<file path="src/rtl/issue_grp_pkg.sv">
package issue_grp_pkg;

  localparam int REG_W = 5;

  typedef logic [REG_W-1:0] reg_idx_t;

  typedef struct packed {
    logic     valid;
    logic     mem;
    reg_idx_t dst;
    reg_idx_t src_a;
    reg_idx_t src_b;
  } slot_t;

  localparam slot_t EMPTY_SLOT = '0;

  // True when the instruction reads architectural register r (r0 excluded).
  function automatic logic reads_reg(input slot_t y, input reg_idx_t r);
    return (r != '0) && ((y.src_a == r) || (y.src_b == r));
  endfunction

  // Same-group read-after-write between an older and a younger slot.
  function automatic logic raw_dep(input slot_t older, input slot_t younger);
    return older.valid && younger.valid && reads_reg(younger, older.dst);
  endfunction

endpackage

</file>
<file path="src/rtl/issue_hazard.sv">
module issue_hazard
  import issue_grp_pkg::*;
#(
  parameter int SLOTS = 4,
  localparam int CW = $clog2(SLOTS + 1)
) (
  input  logic             clk,
  input  logic             rst,
  input  slot_t            win [SLOTS],
  output logic [SLOTS-1:0] issue_en,
  output logic [CW-1:0]    issue_cnt
);

  function automatic logic [CW-1:0] ones(input logic [SLOTS-1:0] v);
    logic [CW-1:0] n;
    n = '0;
    for (int i = 0; i < SLOTS; i++) n = n + CW'(v[i]);
    return n;
  endfunction

  // Named hazard events, one bit per slot.
  logic [SLOTS-1:0] valid_v;
  logic [SLOTS-1:0] mem_v;
  logic [SLOTS-1:0] raw_hit;
  logic [SLOTS-1:0] mem_clash;
  logic [SLOTS-1:0] stop;

  always_comb begin
    for (int i = 0; i < SLOTS; i++) begin
      valid_v[i] = win[i].valid;
      mem_v[i]   = win[i].valid & win[i].mem;
    end
  end

  always_comb begin
    for (int i = 0; i < SLOTS; i++) begin
      raw_hit[i]   = 1'b0;
      mem_clash[i] = 1'b0;
      for (int j = 0; j < SLOTS; j++) begin
        if (j < i) begin
          raw_hit[i]   = raw_hit[i] | raw_dep(win[j], win[i]);
          mem_clash[i] = mem_clash[i] | (mem_v[j] & mem_v[i]);
        end
      end
      stop[i] = ~valid_v[i] | raw_hit[i] | mem_clash[i];
    end
  end

  // Group closes at the first stopping slot: prefix chain.
  assign issue_en[0] = ~stop[0];
  for (genvar g = 1; g < SLOTS; g++) begin : g_chain
    assign issue_en[g] = issue_en[g-1] & ~stop[g];


    prefix_order_chk: assert property (@(posedge clk) disable iff (rst)
      issue_en[g] |-> issue_en[g-1]);
  end

  assign issue_cnt = ones(issue_en);


  single_mem_chk: assert property (@(posedge clk) disable iff (rst)
    $countones(issue_en & mem_v) <= 1);


  invalid_gate_chk: assert property (@(posedge clk) disable iff (rst)
    (issue_en & ~valid_v) == '0);

endmodule

</file>
<file path="src/rtl/issue_window.sv">
module issue_window
  import issue_grp_pkg::*;
#(
  parameter int SLOTS = 4,
  localparam int CW = $clog2(SLOTS + 1)
) (
  input  logic          clk,
  input  logic          rst,
  input  slot_t         incoming [SLOTS],
  input  logic [CW-1:0] issue_cnt,
  output slot_t         win [SLOTS],
  output logic [CW-1:0] take_cnt
);

  function automatic logic [CW-1:0] lead_count(input logic [SLOTS-1:0] v);
    logic [CW-1:0] n;
    logic          brk;
    n   = '0;
    brk = 1'b0;
    for (int i = 0; i < SLOTS; i++) begin
      if (!v[i]) brk = 1'b1;
      else if (!brk) n = n + 1'b1;
    end
    return n;
  endfunction

  slot_t            win_q [SLOTS];
  slot_t            win_d [SLOTS];
  logic [SLOTS-1:0] win_v;
  logic [SLOTS-1:0] in_v;
  logic [CW-1:0]    occ;
  logic [CW-1:0]    remain;
  logic [CW-1:0]    free_cnt;
  logic [CW-1:0]    in_lead;

  always_comb begin
    for (int i = 0; i < SLOTS; i++) begin
      win_v[i] = win_q[i].valid;
      in_v[i]  = incoming[i].valid;
    end
  end

  always_comb begin
    occ      = lead_count(win_v);
    remain   = occ - issue_cnt;
    free_cnt = CW'(SLOTS) - remain;
    in_lead  = lead_count(in_v);
    take_cnt = (in_lead < free_cnt) ? in_lead : free_cnt;
  end

  // Compact survivors to the front, then append accepted entries.
  always_comb begin
    for (int k = 0; k < SLOTS; k++) begin
      win_d[k] = EMPTY_SLOT;
      for (int j = 0; j < SLOTS; j++) begin
        if ((k < int'(remain)) && (j == k + int'(issue_cnt)))
          win_d[k] = win_q[j];
        if ((k >= int'(remain)) && (j == k - int'(remain)) && (j < int'(take_cnt)))
          win_d[k] = incoming[j];
      end
    end
  end

  always_ff @(posedge clk) begin
    for (int k = 0; k < SLOTS; k++) begin
      if (rst) win_q[k] <= EMPTY_SLOT;
      else     win_q[k] <= win_d[k];
    end
  end

  assign win = win_q;


  take_bound_chk: assert property (@(posedge clk) disable iff (rst)
    (take_cnt <= free_cnt) && (take_cnt <= in_lead));


  occupancy_chk: assert property (@(posedge clk) disable iff (rst)
    1'b1 |=> (occ == $past(remain) + $past(take_cnt)));


  issue_within_occ_chk: assert property (@(posedge clk) disable iff (rst)
    issue_cnt <= occ);


  window_reset_chk: assert property (@(posedge clk)
    rst |=> (win_v == '0));

endmodule

</file>
<file path="src/rtl/issue_counters.sv">
module issue_counters #(
  parameter int SLOTS = 4,
  parameter int CNT_W = 32,
  localparam int CW = $clog2(SLOTS + 1)
) (
  input  logic             clk,
  input  logic             rst,
  input  logic [CW-1:0]    issue_cnt,
  output logic [CNT_W-1:0] cycle_cnt,
  output logic [CNT_W-1:0] instr_cnt
);

  function automatic logic [CNT_W-1:0] accumulate(input logic [CNT_W-1:0] total,
                                                 input logic [CW-1:0]    add);
    return total + CNT_W'(add);
  endfunction

  always_ff @(posedge clk) begin
    if (rst) begin
      cycle_cnt <= '0;
      instr_cnt <= '0;
    end else begin
      cycle_cnt <= accumulate(cycle_cnt, CW'(1));
      instr_cnt <= accumulate(instr_cnt, issue_cnt);
    end
  end


  cycle_step_chk: assert property (@(posedge clk) disable iff (rst)
    1'b1 |=> (cycle_cnt == $past(cycle_cnt) + 1'b1));


  instr_step_chk: assert property (@(posedge clk) disable iff (rst)
    1'b1 |=> (instr_cnt == $past(instr_cnt) + CNT_W'($past(issue_cnt))));


  counter_reset_chk: assert property (@(posedge clk)
    rst |=> (cycle_cnt == '0) && (instr_cnt == '0));

endmodule

</file>
<file path="src/rtl/issue_grouper.sv">
module issue_grouper
  import issue_grp_pkg::*;
#(
  parameter int SLOTS = 4,
  parameter int CNT_W = 32
) (
  input  logic                     clk,
  input  logic                     rst,
  input  logic [SLOTS-1:0]         in_valid,
  input  logic [SLOTS-1:0]         in_mem,
  input  logic [SLOTS*REG_W-1:0]   in_dst,
  input  logic [SLOTS*REG_W-1:0]   in_src_a,
  input  logic [SLOTS*REG_W-1:0]   in_src_b,
  output logic [$clog2(SLOTS+1)-1:0] take_cnt,
  output logic [SLOTS-1:0]         win_valid,
  output logic [SLOTS-1:0]         win_mem,
  output logic [SLOTS*REG_W-1:0]   win_dst,
  output logic [SLOTS*REG_W-1:0]   win_src_a,
  output logic [SLOTS*REG_W-1:0]   win_src_b,
  output logic [SLOTS-1:0]         issue_en,
  output logic [$clog2(SLOTS+1)-1:0] issue_cnt,
  output logic [CNT_W-1:0]         cycle_count,
  output logic [CNT_W-1:0]         instr_count
);

  localparam int CW = $clog2(SLOTS + 1);

  slot_t incoming [SLOTS];
  slot_t win      [SLOTS];

  for (genvar g = 0; g < SLOTS; g++) begin : g_lanes
    assign incoming[g] = '{valid: in_valid[g],
                           mem:   in_mem[g],
                           dst:   in_dst[g*REG_W +: REG_W],
                           src_a: in_src_a[g*REG_W +: REG_W],
                           src_b: in_src_b[g*REG_W +: REG_W]};
    assign win_valid[g]                = win[g].valid;
    assign win_mem[g]                  = win[g].mem;
    assign win_dst[g*REG_W +: REG_W]   = win[g].dst;
    assign win_src_a[g*REG_W +: REG_W] = win[g].src_a;
    assign win_src_b[g*REG_W +: REG_W] = win[g].src_b;
  end

  issue_window #(.SLOTS(SLOTS)) u_window (
    .clk       (clk),
    .rst       (rst),
    .incoming  (incoming),
    .issue_cnt (issue_cnt),
    .win       (win),
    .take_cnt  (take_cnt)
  );

  issue_hazard #(.SLOTS(SLOTS)) u_hazard (
    .clk       (clk),
    .rst       (rst),
    .win       (win),
    .issue_en  (issue_en),
    .issue_cnt (issue_cnt)
  );

  issue_counters #(.SLOTS(SLOTS), .CNT_W(CNT_W)) u_counters (
    .clk       (clk),
    .rst       (rst),
    .issue_cnt (issue_cnt),
    .cycle_cnt (cycle_count),
    .instr_cnt (instr_count)
  );


  issue_count_chk: assert property (@(posedge clk) disable iff (rst)
    (issue_cnt == CW'($countones(issue_en))) && (int'(issue_cnt) <= SLOTS));

endmodule

</file>
<file path="config.mk">
export PLATFORM = sky130hd
export DESIGN_NAME = issue_grouper
export DESIGN_NICKNAME = d
export VERILOG_FILES = /design/src/rtl/issue_grp_pkg.sv /design/src/rtl/issue_hazard.sv /design/src/rtl/issue_window.sv /design/src/rtl/issue_counters.sv /design/src/rtl/issue_grouper.sv
export SDC_FILE = /design/constraint.sdc
export NUM_CORES = 1
export LEC_CHECK = 0
export BUFFER_PORTS_ARGS = -buffer_cell sky130_fd_sc_hd__buf_2
export CORE_ASPECT_RATIO = 2
export CORE_UTILIZATION = 51
export CTS_CLUSTER_DIAMETER = 60
export DETAILED_ROUTE_END_ITERATION = 10
export PLACE_DENSITY = 0.76
export SYNTH_ARGS = -nofsm -noshare
export SYNTH_HDL_FRONTEND = slang
export SYNTH_SLANG_ARGS = --single-unit
</file>
<file path="constraint.sdc">
create_clock -name clk -period 6.7 [get_ports clk]
set_input_delay 1.34 -clock clk [delete_from_list [all_inputs] [get_ports clk]]
set_output_delay 1.34 -clock clk [all_outputs]
set_load 0.02 [all_outputs]
</file>
### Word level (Yosys, flattened, before mapping)

Cells that the tools add are included.

* bits of input ports: 70
* register bits after elaboration: 132

* $lt $le $gt $ge: 13
* muxes and demuxes: 53
* eq/ne operators: 40
* reductions and logical operators: 83
* $add $sub $neg: 20
* bitwise gates (word level): 31

Operator list (number)
* 17-bit 2-to-1 mux: 32
* 3-bit by 32-bit equality test with 1-bit output (first input constant): 14
* 32-bit logical NOT: 8
* 2-bit by 32-bit equality test with 1-bit output (first input constant): 7
* 1-bit logical AND: 66
* 5-bit equality test: 12
* 3-bit 2-to-1 mux: 13
* 32-bit by 1-bit adder with 32-bit output (second input constant): 1
* 32-bit by 3-bit adder with 32-bit output: 1
* 5-bit nonzero test: 3
* 1-bit AND: 13
* 3-bit by 1-bit adder with 3-bit output (second input constant): 4
* 1-bit by 3-bit < comparator with 1-bit output (first input constant): 4
* 2-bit by 3-bit < comparator with 1-bit output (first input constant): 4
* 1-bit OR: 12
* 2-bit by 3-bit adder with 4-bit output (first input constant): 2
* 1-bit 2-to-1 mux: 8
* 8-bit != test (second input constant): 1
* 1-bit by 3-bit subtractor with 4-bit output (first input constant): 2
* 2-bit by 3-bit subtractor with 4-bit output (first input constant): 2
* 3-bit equality test (first input constant): 2
* 1-bit by 3-bit >= comparator with 1-bit output (first input constant): 2
* 2-bit by 3-bit >= comparator with 1-bit output (first input constant): 2
* 1-bit logical OR: 6
* 13 further kinds: 19

### Longest topological paths before layout

* depth in word-level cells: 24
* gate-level depth with buffers: 28
* depth with buffers taken out: 24

### By module

A second synthesis with hierarchy kept.

* cells, all modules: 1419
* area total of the unflattened synthesis: 11150.7 µm²

By module, submodules not included
* issue_window: instances 1, area each 7124.3 µm², sequential area each 1361.3 µm², cells an instance 944
* issue_counters: instances 1, area each 3086.7 µm², sequential area each 1281.2 µm², cells an instance 350
* issue_hazard: instances 1, area each 939.7 µm², sequential area each 0.0 µm², cells an instance 125

### Least setup slack after synthesis

No wires, ideal clock.

* path type: register to output
* start: register u_window.win_q (netlist bit u_window.win[62])
* end: output take_cnt[0]
* cell stages (with the launch flop): 22
* slack: -1.502 ns
* arrival: 6.862 ns
* required time: 5.360 ns
* path through: dfxtp_1 buf_2 or4_1 o21a_1 a211oi_1 nand4b_1 a2111oi_0 or2_2 ha_1 ha_1 inv_1 fa_1 clkbuf_1 inv_1 ha_1 ha_1 inv_1 ha_1 and4b_1 a221oi_1 o21ai_1 o21ai_0

* longest elaborated chain between the ends: 15
* elaborated cells between the ends (all ways): 38

RTL lines
* start, declared: line issue_window.sv:27 `slot_t win_q [SLOTS];`
* start signal, assigned by index: line issue_window.sv:67 `else win_q[k] <= win_d[k];`
* 5-bit equality test: line issue_grp_pkg.sv:19 `return (r != '0) && ((y.src_a == r) || (y.src_b == r));`
* 1-bit logical OR: line issue_grp_pkg.sv:19
* 1-bit logical AND *: line issue_grp_pkg.sv:19
* 1-bit logical AND *: line issue_grp_pkg.sv:24 `return older.valid && younger.valid && reads_reg(younger, older.dst);`
* 1-bit OR * (2 in series): line issue_hazard.sv:45 `stop[i] = ~valid_v[i] | raw_hit[i] | mem_clash[i];`
* 1-bit NOT *: line issue_hazard.sv:52 `assign issue_en[g] = issue_en[g-1] & ~stop[g];`
* 1-bit AND *: line issue_hazard.sv:52
* net issue_en[1]: line issue_grouper.sv:20 `output logic [SLOTS-1:0] issue_en,`
* 1-bit AND * (2 in series): line issue_hazard.sv:52
* net issue_en[3]: line issue_grouper.sv:20
* 3-bit by 1-bit adder with 3-bit output *: line issue_hazard.sv:17 `for (int i = 0; i < SLOTS; i++) n = n + CW'(v[i]);`
* net issue_cnt[1]: line issue_grouper.sv:21 `output logic [$clog2(SLOTS+1)-1:0] issue_cnt,`
* 3-bit subtractor *: line issue_window.sv:45 `remain = occ - issue_cnt;`
* 3-bit subtractor *: line issue_window.sv:46 `free_cnt = CW'(SLOTS) - remain;`
* 3-bit < comparator *: line issue_window.sv:48 `take_cnt = (in_lead < free_cnt) ? in_lead : free_cnt;`
* 3-bit 2-to-1 mux *: line issue_window.sv:48
* end, declared: line issue_grouper.sv:14 `output logic [$clog2(SLOTS+1)-1:0] take_cnt,`

Mark *: on every way through the listed nets, which the timed path passes. The rest lies on a longest branch.

### Final worst setup path

* start: register u_window.win_q (netlist bit u_window.win[65])
* end: output take_cnt[0]

* longest elaborated chain between the ends: 15
* elaborated cells between the ends (all ways): 38

RTL lines (line)
* 5-bit equality test: issue_grp_pkg.sv:19
* 1-bit logical OR: issue_grp_pkg.sv:19
* 1-bit logical AND: issue_grp_pkg.sv:19
* 1-bit logical AND: issue_grp_pkg.sv:24
* 1-bit OR (on tied branches) (2 in series): issue_hazard.sv:45, issue_hazard.sv:41
* 1-bit NOT or 1-bit OR (tied branches): issue_hazard.sv:52, issue_hazard.sv:45
* 1-bit AND, or another cell as far along: issue_hazard.sv:52
* 1-bit by 1-bit adder with 2-bit output, or another cell as far along: issue_hazard.sv:17
* 2-bit by 1-bit adder with 3-bit output or 1-bit AND (tied branches): issue_hazard.sv:17, issue_hazard.sv:52
* 3-bit by 1-bit adder with 3-bit output *: issue_hazard.sv:17
* 3-bit subtractor *: issue_window.sv:45
* 3-bit subtractor *: issue_window.sv:46
* 3-bit < comparator: issue_window.sv:48
* 3-bit 2-to-1 mux *: issue_window.sv:48

Mark *: on every way between the ends. The rest lies on a longest branch, timed or not.

==> impl_metrics.tcl <==
set metrics [dict create \
    fin_area_mm2 0.0130 \
    grt_busiest_layer "met2" \
    power_leakage_nw 5.52 \
    wl_per_cell_um 30.1 \
    grt_overflow 0 \
    clock_skew_ns 0.0133 \
    ys_async_sr_fraction_pct 0 \
    min_path_type "flop to flop" \
    ant_nets 0 \
    use_met1_pct 51.3 \
    io_buffers 211 \
    synthFlopType "dfxtp_1" \
    post_dp_cell_area_mm2 0.0122 \
    synthesis.nets 1425 \
    swShare_pct 52.1 \
    htreeDepth 4 \
    synthXorXnorAreaFrac_pct 9.67 \
    period_share_pct 98.8 \
    grt_pass1_wl_um 80600 \
    setup_violations 0 \
    clk_latency_ns 0.45 \
    synth_compound_area_share_pct 34.3 \
    seqCellArea_mm2 0.00265 \
    p_seq_share_pct 18.0 \
    p_clk_share_pct 15.5 \
    ios 212 \
    total_power_w 0.00650 \
    worst-setup-path-type "flop to output port" \
    cts_inserted_buffers 17 \
    dp_hpwl_um 37200 \
    ys_types 71 \
    ys_top_cells_by_area "dfxtp_1 (25%), xor2_1 (4.9%), xnor2_1 (4.8%)" \
    netlist.area_leader.share_pct 25.4 \
    routabilityCongestion 1.06 \
    crit_path_end "take_cnt[0]" \
    fin_util_pct 65.1 \
    layout.cells.most_common "buf_2" \
    vias_per_cell 7.42 \
    grt.total_usage_pct 53.4 \
    synth_top_cell_by_area "dfxtp_1" \
    drtIter0Drc 1726 \
    cts_tree "done" \
    critPathCaptureType "output port" \
    place_inst 1771 \
    synth_enable_flop_cells 0 \
    die_h_um 204 \
    clockRootBuffer "clkbuf_16" \
    dieArea_mm2 0.0210 \
    synth_top_family_by_area "compound AO/OA/AOI/OAI gates" \
    rrSetupSlack_ns 0.37 \
    max_freq_mhz 151 \
    drt_wl_total_um 54700 \
    vias 13481 \
    syn-cell-area_mm2 0.0104 \
    hold_violations 0 \
    startpoint "u_window.win[65]" \
    rows 73 \
    clkSinkCount 132 \
    dr.pass1.iters 8 \
    synthAdderAreaFrac_pct 3.03 \
    grt.met2_usage_pct 79.9 \
    slew_headroom_pct 14.0 \
    grt_max_degree 65 \
    synth.mux.area_fraction_pct 1.34 \
    period_minus_slack_ns 6.62 \
    grt_util_met3_pct 25.6 \
    synth_seq_cells 132 \
    fp.dieW_um 103 \
    tightestPinTransition_ns 1.29 \
    power_per_cell_area_mw_per_mm2 501 \
    coreArea_mm2 0.0199 \
    final_cell_mix "buf_2 (211), dfxtp_1 (127), nor2_1 (115), buf_4 (105), nand2_1 (87)" \
    ys.warnings.count 0 \
    grt_antenna_before_repair 4 \
    worst-r2r-cell-count 23 \
    path_clk_slew_ns 0.07 \
    syn_inst 1331 \
    grt_pass1_vias 13301 \
    status "finished clean" \
    synth.avg_cell_area_um2 7.83 \
    synth-simple-area-share_pct 20.2 \
    reg2reg_to "u_window.win[23]" \
    crit_arrival_ns 5.28 \
    p_switching_w 0.00339 \
    clk_path_buf_depth 2 \
    crit_path_max_fanout 9 \
    nets 1635 \
    worstPathRequired_ns 5.36 \
    final_cells 1817 \
    power_frac_comb_pct 66.5 \
    start_kind "flop" \
    drv_slew 0 \
    drc 0 \
    maxCapViolCount 0 \
    fill_cells 1806 \
    multi_input_area_mm2 0.00739 \
    peakVddDrop_v 0.000875 \
    drive_above_1_share_pct 26.3 \
    area_growth_syn_to_layout_pct 24.4 \
    initial_core_util_pct 52.3 \
    hold_buffers 0 \
    r2r-start "u_window.win[65]" \
    intPower_w 0.00311 \
    ys_seq_area_share_pct 25.4 \
]
==> logic make-up after synthesis <==
| logic type | count (synthesis) |
|---|---|
| buffers and inverters | 157 |
| DFF | 132 |
| xor gates and xnor gates | 115 |
| AOI/OAI and AO/OA | 469 |
| adders and majority gates | 24 |
| muxes | 14 |
| and+or+nand+nor | 420 |
==> stage by stage <==
stage               TNS [ns]  setup WS (ns)  hold WS (ns)
CTS                        0         0.0364         0.503
detailed placement         0          0.122         0.489
global route         -0.0185        -0.0185         0.522
floorplan            -0.0555        -0.0555         0.526
global placement           0          0.353         0.466
finish                     0         0.0780         0.505
==> flip-flops by register name, summed over array words and instances, names as in the netlist <==
signal,flops
u_window.win,68
u_counters.cycle_cnt,32
u_counters.instr_cnt,32
==> power by group through the flow <==
stage | sequential [W] | combinational (W) | clock, W
finish | 0.00117 | 0.00432 | 0.00101
detailed placement | 0.00116 | 0.00389 | 0
CTS | 0.00114 | 0.00397 | 0.00100
global placement | 0.00116 | 0.00386 | 0
global route | 0.00117 | 0.00449 | 0.00103
floorplan | 0.00116 | 0.00238 | 0
==> worst max-delay path, cell delays in order, from the launching register on <==
cell and delay, ns:
dfxtp_2 0.32, or4_4 0.55, o21a_4 0.24, buf_6 0.15, o21ai_2 0.07, nand4b_1 0.19
a2111oi_4 0.42, or2_4 0.21, ha_4 0.17, ha_4 0.13, inv_1 0.05, fa_2 0.39
xnor2_2 0.21, xor2_2 0.20, inv_2 0.07, ha_4 0.27, inv_1 0.06, ha_4 0.27
and4b_1 0.19, a221oi_2 0.29, o21ai_2 0.11, o21ai_2 0.10, buf_6 0.14
==> worst min path at each step <==
stage                                  startpoint                 endpoint  slack, ns  cells after the start
after CTS                 u_counters.cycle_cnt[0]  u_counters.cycle_cnt[0]       0.50                      1
after floorplan           u_counters.cycle_cnt[0]  u_counters.cycle_cnt[0]       0.53                      1
after global routing      u_counters.cycle_cnt[0]  u_counters.cycle_cnt[0]       0.52                      1
final                     u_counters.cycle_cnt[0]  u_counters.cycle_cnt[0]       0.50                      1
after global placement    u_counters.cycle_cnt[0]  u_counters.cycle_cnt[0]       0.47                      1
after detailed placement  u_counters.cycle_cnt[0]  u_counters.cycle_cnt[0]       0.49                      1
==> layer usage <==
metal / part of all wire, % / vias to the layer above / wire length [µm]
li1: - / 5530 / -
met1: 31 / 6200 / 16700
met2: 44 / 1199 / 24200
met3: 12 / 548 / 6800
met4: 13 / 4 / 6920
met5: 0.086 / - / 47
==> what timing repair did <==
item | 4_1_cts | 5_1_grt
endpoints found under the setup margin | 2 | 10
pin swaps | 4 | 12
buffers inserted | 3 | 9
gates resized for setup | 9 | 13
==> cell usage after synthesis, drive strengths merged (9+ instances only) <==
library cell / instances
and2: 9
a31oi: 17
o21ai: 60
mux2i: 14
nand4: 11
o211ai: 47
or3: 37
nor2: 115
nand2b: 12
inv: 30
dfxtp: 132
clkbuf: 95
and3: 14
a211oi: 21
a21oi: 52
o311a: 12
xnor2: 57
a221oi: 53
or4: 21
a22o: 33
ha: 22
nand3: 56
a21o: 36
o221ai: 37
xor2: 58
buf: 32
nor3: 23
a221o: 28
o221a: 11
o31ai: 15
nand2: 87
==> final cells by class <==
class | count | share of cell area, %
Timing Repair Buffer | 318 | 14.4
Clock inverter | 14 | 1.37
Multi-Input combinational cell | 1042 | 57.0
Sequential cell | 132 | 20.4
Inverter | 30 | 0.869
Tap cell | 262 | 2.53
Antenna cell | 1 | 0.0193
Clock buffer | 18 | 3.39
(Power assumes the default switching activity.)
